[src/rtl/aux_tmo_pkg.sv]
package aux_tmo_pkg;
  localparam int REQ_W_D      = 16;
  localparam int LEN_W_D      = 7;
  localparam int MULT_W_D     = 2;
  localparam int BASE_SHIFT_D = 3;
  localparam int STEP_US_D    = 1016;
  localparam int DEF_LEN_D    = 69;
endpackage

[src/rtl/aux_tmo_enc.sv]
module aux_tmo_enc #(
  parameter int REQ_W      = aux_tmo_pkg::REQ_W_D,
  parameter int LEN_W      = aux_tmo_pkg::LEN_W_D,
  parameter int MULT_W     = aux_tmo_pkg::MULT_W_D,
  parameter int BASE_SHIFT = aux_tmo_pkg::BASE_SHIFT_D,
  parameter int STEP_US    = aux_tmo_pkg::STEP_US_D,
  parameter int DEF_LEN    = aux_tmo_pkg::DEF_LEN_D
) (
  input  logic [REQ_W-1:0]  req_us,
  output logic [LEN_W-1:0]  enc_len,
  output logic [MULT_W-1:0] enc_mult
);
  localparam int LEVELS  = 1 << MULT_W;
  localparam int LEN_MAX = (1 << LEN_W) - 1;

  logic [REQ_W-1:0]  cand [LEVELS];
  logic [LEVELS-1:0] fits;
  logic [MULT_W-1:0] sel;
  logic [REQ_W-1:0]  chosen;

  // One candidate per granularity: shift, then round up from the dropped bits.
  for (genvar g = 0; g < LEVELS; g++) begin : g_level
    localparam int SH = BASE_SHIFT + g;
    localparam logic [REQ_W:0] THR = (REQ_W+1)'(STEP_US) << g;
    logic [REQ_W-1:0] dropped;
    assign dropped  = req_us & REQ_W'((1 << SH) - 1);
    assign cand[g]  = (req_us >> SH) + REQ_W'(|dropped);
    assign fits[g]  = ({1'b0, req_us} <= THR);
  end

  // Finest level that still fits wins; the last level is the fallback.
  always_comb begin
    sel = MULT_W'(LEVELS - 1);
    for (int m = LEVELS - 2; m >= 0; m--) begin
      if (fits[m]) sel = MULT_W'(m);
    end
  end

  assign chosen = cand[sel];

  always_comb begin
    if (req_us == '0) begin
      enc_mult = '0;
      enc_len  = LEN_W'(DEF_LEN);
    end else begin
      enc_mult = sel;
      enc_len  = (chosen > REQ_W'(LEN_MAX)) ? LEN_W'(LEN_MAX) : chosen[LEN_W-1:0];
    end
  end
endmodule

[src/rtl/aux_tmo_reg.sv]
module aux_tmo_reg #(
  parameter int REQ_W      = aux_tmo_pkg::REQ_W_D,
  parameter int LEN_W      = aux_tmo_pkg::LEN_W_D,
  parameter int MULT_W     = aux_tmo_pkg::MULT_W_D,
  parameter int BASE_SHIFT = aux_tmo_pkg::BASE_SHIFT_D,
  parameter int DEF_LEN    = aux_tmo_pkg::DEF_LEN_D
) (
  input  logic              clk,
  input  logic              rst,
  input  logic              load,
  input  logic [LEN_W-1:0]  new_len,
  input  logic [MULT_W-1:0] new_mult,
  output logic [LEN_W-1:0]  len_q,
  output logic [MULT_W-1:0] mult_q,
  output logic [REQ_W-1:0]  prev_q,
  output logic              ack_q
);
  logic [REQ_W-1:0] old_us;

  // Decode of the setting being replaced.
  assign old_us = REQ_W'(len_q) << (int'(mult_q) + BASE_SHIFT);

  always_ff @(posedge clk) begin
    if (rst) begin
      len_q  <= LEN_W'(DEF_LEN);
      mult_q <= '0;
      prev_q <= '0;
      ack_q  <= 1'b0;
    end else begin
      ack_q <= load;
      if (load) begin
        len_q  <= new_len;
        mult_q <= new_mult;
        prev_q <= old_us;
      end
    end
  end

  p_ack_follows_load_r7: assert property (@(posedge clk) disable iff (rst)
    load |=> ack_q);
  p_ack_single_r7: assert property (@(posedge clk) disable iff (rst)
    !load |=> !ack_q);
  p_hold_setting_r7: assert property (@(posedge clk) disable iff (rst)
    !load |=> ($stable(len_q) && $stable(mult_q) && $stable(prev_q)));
  p_len_nonzero_r4: assert property (@(posedge clk) disable iff (rst)
    len_q != '0);
  p_prev_aligned_r6: assert property (@(posedge clk) disable iff (rst)
    ack_q |-> ((prev_q & REQ_W'((1 << BASE_SHIFT) - 1)) == '0));
endmodule

[src/rtl/aux_tmo_cnt.sv]
module aux_tmo_cnt #(
  parameter int REQ_W = aux_tmo_pkg::REQ_W_D
) (
  input  logic             clk,
  input  logic             rst,
  input  logic             arm,
  input  logic             tick,
  input  logic [REQ_W-1:0] start_us,
  output logic             expired
);
  logic [REQ_W-1:0] cnt_q;
  logic             armed_q;

  always_ff @(posedge clk) begin
    if (rst) begin
      cnt_q   <= '0;
      armed_q <= 1'b0;
      expired <= 1'b0;
    end else if (arm) begin
      cnt_q   <= start_us;
      armed_q <= 1'b1;
      expired <= 1'b0;
    end else if (armed_q) begin
      if (cnt_q == '0) begin
        expired <= 1'b1;
        armed_q <= 1'b0;
      end else if (tick) begin
        cnt_q <= cnt_q - 1'b1;
      end
    end
  end

  p_expired_sticky_r8: assert property (@(posedge clk) disable iff (rst)
    (expired && !arm) |=> expired);
  p_arm_clears_r8: assert property (@(posedge clk) disable iff (rst)
    arm |=> !expired);
  p_not_both_r8: assert property (@(posedge clk) disable iff (rst)
    !(armed_q && expired));
  p_no_tick_no_count_r8: assert property (@(posedge clk) disable iff (rst)
    (armed_q && !arm && !tick) |=> $stable(cnt_q));
endmodule

[src/rtl/aux_rx_timeout_enc.sv]
module aux_rx_timeout_enc #(
  parameter int REQ_W      = aux_tmo_pkg::REQ_W_D,
  parameter int LEN_W      = aux_tmo_pkg::LEN_W_D,
  parameter int MULT_W     = aux_tmo_pkg::MULT_W_D,
  parameter int BASE_SHIFT = aux_tmo_pkg::BASE_SHIFT_D,
  parameter int STEP_US    = aux_tmo_pkg::STEP_US_D,
  parameter int DEF_LEN    = aux_tmo_pkg::DEF_LEN_D
) (
  input  logic              clk,
  input  logic              rst,
  input  logic              load_i,
  input  logic [REQ_W-1:0]  req_us_i,
  input  logic              arm_i,
  input  logic              tick_us_i,
  output logic [LEN_W-1:0]  len_o,
  output logic [MULT_W-1:0] mult_o,
  output logic [REQ_W-1:0]  prev_us_o,
  output logic              ack_o,
  output logic              timeout_o
);
  logic [LEN_W-1:0]  enc_len;
  logic [MULT_W-1:0] enc_mult;
  logic [REQ_W-1:0]  start_us;

  aux_tmo_enc #(
    .REQ_W(REQ_W), .LEN_W(LEN_W), .MULT_W(MULT_W),
    .BASE_SHIFT(BASE_SHIFT), .STEP_US(STEP_US), .DEF_LEN(DEF_LEN)
  ) u_enc (
    .req_us(req_us_i), .enc_len(enc_len), .enc_mult(enc_mult)
  );

  aux_tmo_reg #(
    .REQ_W(REQ_W), .LEN_W(LEN_W), .MULT_W(MULT_W),
    .BASE_SHIFT(BASE_SHIFT), .DEF_LEN(DEF_LEN)
  ) u_reg (
    .clk(clk), .rst(rst), .load(load_i),
    .new_len(enc_len), .new_mult(enc_mult),
    .len_q(len_o), .mult_q(mult_o), .prev_q(prev_us_o), .ack_q(ack_o)
  );

  assign start_us = REQ_W'(len_o) << (int'(mult_o) + BASE_SHIFT);

  aux_tmo_cnt #(.REQ_W(REQ_W)) u_cnt (
    .clk(clk), .rst(rst), .arm(arm_i), .tick(tick_us_i),
    .start_us(start_us), .expired(timeout_o)
  );

  p_zero_req_default_r2: assert property (@(posedge clk) disable iff (rst)
    (load_i && req_us_i == '0) |=> (mult_o == '0 && len_o == LEN_W'(DEF_LEN)));
  p_fine_unit_small_r3: assert property (@(posedge clk) disable iff (rst)
    (load_i && req_us_i != '0 && req_us_i <= REQ_W'(STEP_US)) |=> (mult_o == '0));
endmodule

[config.mk]
export PLATFORM = sky130hd
export DESIGN_NAME = aux_rx_timeout_enc
export DESIGN_NICKNAME = d
export VERILOG_FILES = /design/src/rtl/aux_tmo_pkg.sv /design/src/rtl/aux_tmo_enc.sv /design/src/rtl/aux_tmo_reg.sv /design/src/rtl/aux_tmo_cnt.sv /design/src/rtl/aux_rx_timeout_enc.sv
export SDC_FILE = /design/constraint.sdc
export NUM_CORES = 1
export LEC_CHECK = 0
export CORE_AREA = 2 2 150 79
export CTS_CLUSTER_DIAMETER = 60
export DETAILED_ROUTE_END_ITERATION = 6
export DIE_AREA = 0 0 152 81
export GPL_TIMING_DRIVEN = 0
export HOLD_SLACK_MARGIN = 0.08
export MAX_ROUTING_LAYER = met4
export PLACE_DENSITY_LB_ADDON = 0.15
export SLEW_MARGIN = 5
export SYNTH_ARGS = -nofsm -noshare
export SYNTH_HDL_FRONTEND = slang
export SYNTH_HIERARCHICAL = 1
export SYNTH_SLANG_ARGS = --single-unit
[constraint.sdc]
create_clock -name clk -period 4 [get_ports clk]
set_input_delay 1 -clock clk [delete_from_list [all_inputs] [get_ports clk]]
set_output_delay 1 -clock clk [all_outputs]
set_load 0.02 [all_outputs]
==> run summary <==
Final Hold Viols: 0
Yosys cell types: 80
final cell count without fillers: 669
routed len/inst: 17.36 microns
Pleak: 1.682 nW
slowest CP cell: or4_4
Boundary Pins: 48
worst path arrival time: 4060 ps
Final Power: 1.461 mW
Hold Crit Endpoint: u_reg/prev_q[1]
initial antenna violation count: 0
worst setup margin: 131.5 ps
RSZ-0062 raised after global routing: false
Main synth FF type: dfxtp_1
Post-Syn Area: 3762 sq um
Remaining DRCs: 0
Worst Max-Slew Pin Slew: 638.4 ps
First DRT Iteration DRCs: 475
Hold-fix buffers, CTS: 0
result of the run: finished clean
CP max FO: 7
startpoint types: input pin
root buf cell: clkbuf_16
Yosys reg bits: 42
Place WS: -429.2 ps
count leader, synth: nor2_1
CTS buffer count: 5
CORE AREA: 11250 sq um
Synth area leader: dfxtp_1
final net count: 554
layout cell share with drive strength beyond 1: 12.14%
Tmin final: 3868 ps
area grow syn2layout: 21.22%
worst reg2reg path endpoint: u_cnt/cnt_q[6]
CTS clk-pin slew, worst paths: 70 ps
Cells after Synth: 468
Max-Slew Margin vs Limit: 57.08%
placed inst area: 4368 sq um
Fmax: 258.5 MHz
H-tree depth: 2
sequential area share after synthesis: 22.35%
VDD IR-drop max: 139.1 uV
hold path cells: 2
R2R Path Start: u_reg/mult_q[0]
vias in the first global route: 3188
HP Class: flip-flop to flip-flop
WS Path Type: input pin to flip-flop
Ys Warns: 6
Worst Setup End Kind: flip-flop
die area: 12310 sq um
global-route wire length before repair: 18120 microns
TritonCTS clock tree: built
Die Wd: 152 microns
Global Route Usage Sum: 19.41%
Req. time, crit path: 4190 ps
clk_lat worst skew: 300 ps
placed cells: 661
worst r2r path cells: 9
Synth top area share: 22.35%
vias: 3816
post-route cell area: 4561 sq um
GPL Wtd Cong: 0.9545
worst reg2reg setup slack: 1490 ps
Clock Skews: 13.14 ps
HP Start: u_reg/prev_q[1]
clock sinks: 42
antenna cells: 0
Die Height: 81 microns
vias per cell: 5.704
Initial Util: 33.46%
Synth area leaders: dfxtp_1, mux2i_1, nor2_1, ha_1, nand2_1
number of synthesized flops with an enable pin: 0
drt total wl: 11610 microns
worst path cell trace: clkdlybuf4s50_1, or4_4, inv_1, ha_1, inv_1, ha_1, and3_1, nand2_1, nor4b_1, or4_4, a22oi_4, o2111ai_1, a211o_1
Slowest Stage Delay on Critical Path: 580 ps
Pre-antenna DRT Iters: 5
Post-DP HPWL: 9087 microns
remaining global-route overflow: 0
final setup fails: 0
Max-Cap Viols: 0
Mean Syn Cell Area: 8.039 sq um
Pwr Density: 320.3 nW/um^2
IO buf count: 41
Commonest cells post-synth: nor2_1, dfxtp_1, nand2_1, mux2i_1, inv_1
period utilization: 96.71%
largest net degree at the start of global routing: 15
Slew Limit Fails: 0
Async S/R FF share, synth: 0%
Bufs on Longest Clock Path: 2
standard-cell row count: 28
Antenna Violating Nets Remaining: 0
==> routing by layer <==
metal	part of all wire (%)	global-route usage [%]	up-vias
li1	-	-	1847
met1	56	31.86	1776
met2	34	22.25	182
met3	9.6	4.749	11
met4	0.65	2.991	0
met5	0	-	-
==> worst max-delay path: cells and delay by family <==
kind / cells / cell delay, ps
adders and majority gates: 2 / 320
AOI/OAI and AO/OA: 3 / 750
and+or+nand+nor: 5 / 1450
buffers and inverters: 3 / 540
==> placed cells by master (no fill, tap or decap), drive strengths merged, types with 7 or more instances in the layout <==
cell type	Yosys	routed
a2111oi	8	8
a211oi	7	7
a21oi	19	19
a311oi	8	8
and4	8	8
buf	19	20
clkbuf	17	21
clkdlybuf4s50	0	41
dfxtp	42	42
ha	15	15
inv	26	27
mux2	9	9
mux2i	31	31
nand2	38	38
nand3	15	15
nand4	12	12
nor2	52	52
nor3	13	13
o211ai	7	7
o21ai	10	10
or3	9	9
xnor2	9	9
==> state kept, by name (all words and copies together) (netlist names) <==
name and count:
u_cnt/cnt_q 16, u_cnt/armed_q 1, u_reg/mult_q 2, u_reg/ack_q 1
u_reg/prev_q 14, u_reg/len_q 7, u_cnt/expired 1
==> worst max-delay path by stage <==
stage          slack (ps)        start              to  cells after the start
2_1_floorplan         320  req_us_i[1]  u_reg/len_q[2]                     10
3_3_place_gp         -430  req_us_i[1]  u_reg/len_q[2]                     11
3_5_place_dp         -430  req_us_i[1]  u_reg/len_q[2]                     11
4_1_cts                 4  req_us_i[1]  u_reg/len_q[2]                     14
5_1_grt                 5  req_us_i[1]  u_reg/len_q[2]                     10
6_report              130  req_us_i[1]  u_reg/len_q[2]                     13
==> area by class of cell <==
class	count	area, sq um
buffer	36	222.7
clock buffer	5	125.1
clock inverter	3	43.79
fill	1140	6685
inverter	27	101.3
multi-input combinational	364	2621
sequential	42	840.8
tap	150	187.7
timing repair buffer	42	417.9
==> stage by stage <==
stage	setup TNS [ps]	hold slack [ps]	utilization (%)
detailed placement	-2371	454.3	38.84
global placement	-2454	454.5	38.84
CTS	0	472.5	40.43
finish	0	465.8	40.55
floorplan	0	468.4	-
global route	0	496.2	40.55
==> where the power goes <==
| group | switching, mW | internal [mW] |
|---|---|---|
| combinational | 0.276 | 0.209 |
| clock | 0.187 | 0.296 |
| sequential | 0.0425 | 0.450 |
==> kinds of logic after synthesis <==
group / after synthesis / share of synthesized area [%]
multiplexers: 41 / 11.97
XOR/XNOR: 13 / 3.026
AND/OR/NAND/NOR: 189 / 27.64
adder cells (fa/ha/maj): 15 / 4.988
flip-flops: 42 / 22.35
buffers and inverters: 64 / 8.712
other: 2 / 0.1996
AO/OA/AOI/OAI: 102 / 21.12
==> what timing repair did <==
action | CTS | global route
buffers inserted | 1 | 0
setup endpoints to repair | 5 | 7
pin swaps | 1 | 1
resized for setup | 1 | 3
Power figures use the tool's default switching activity.
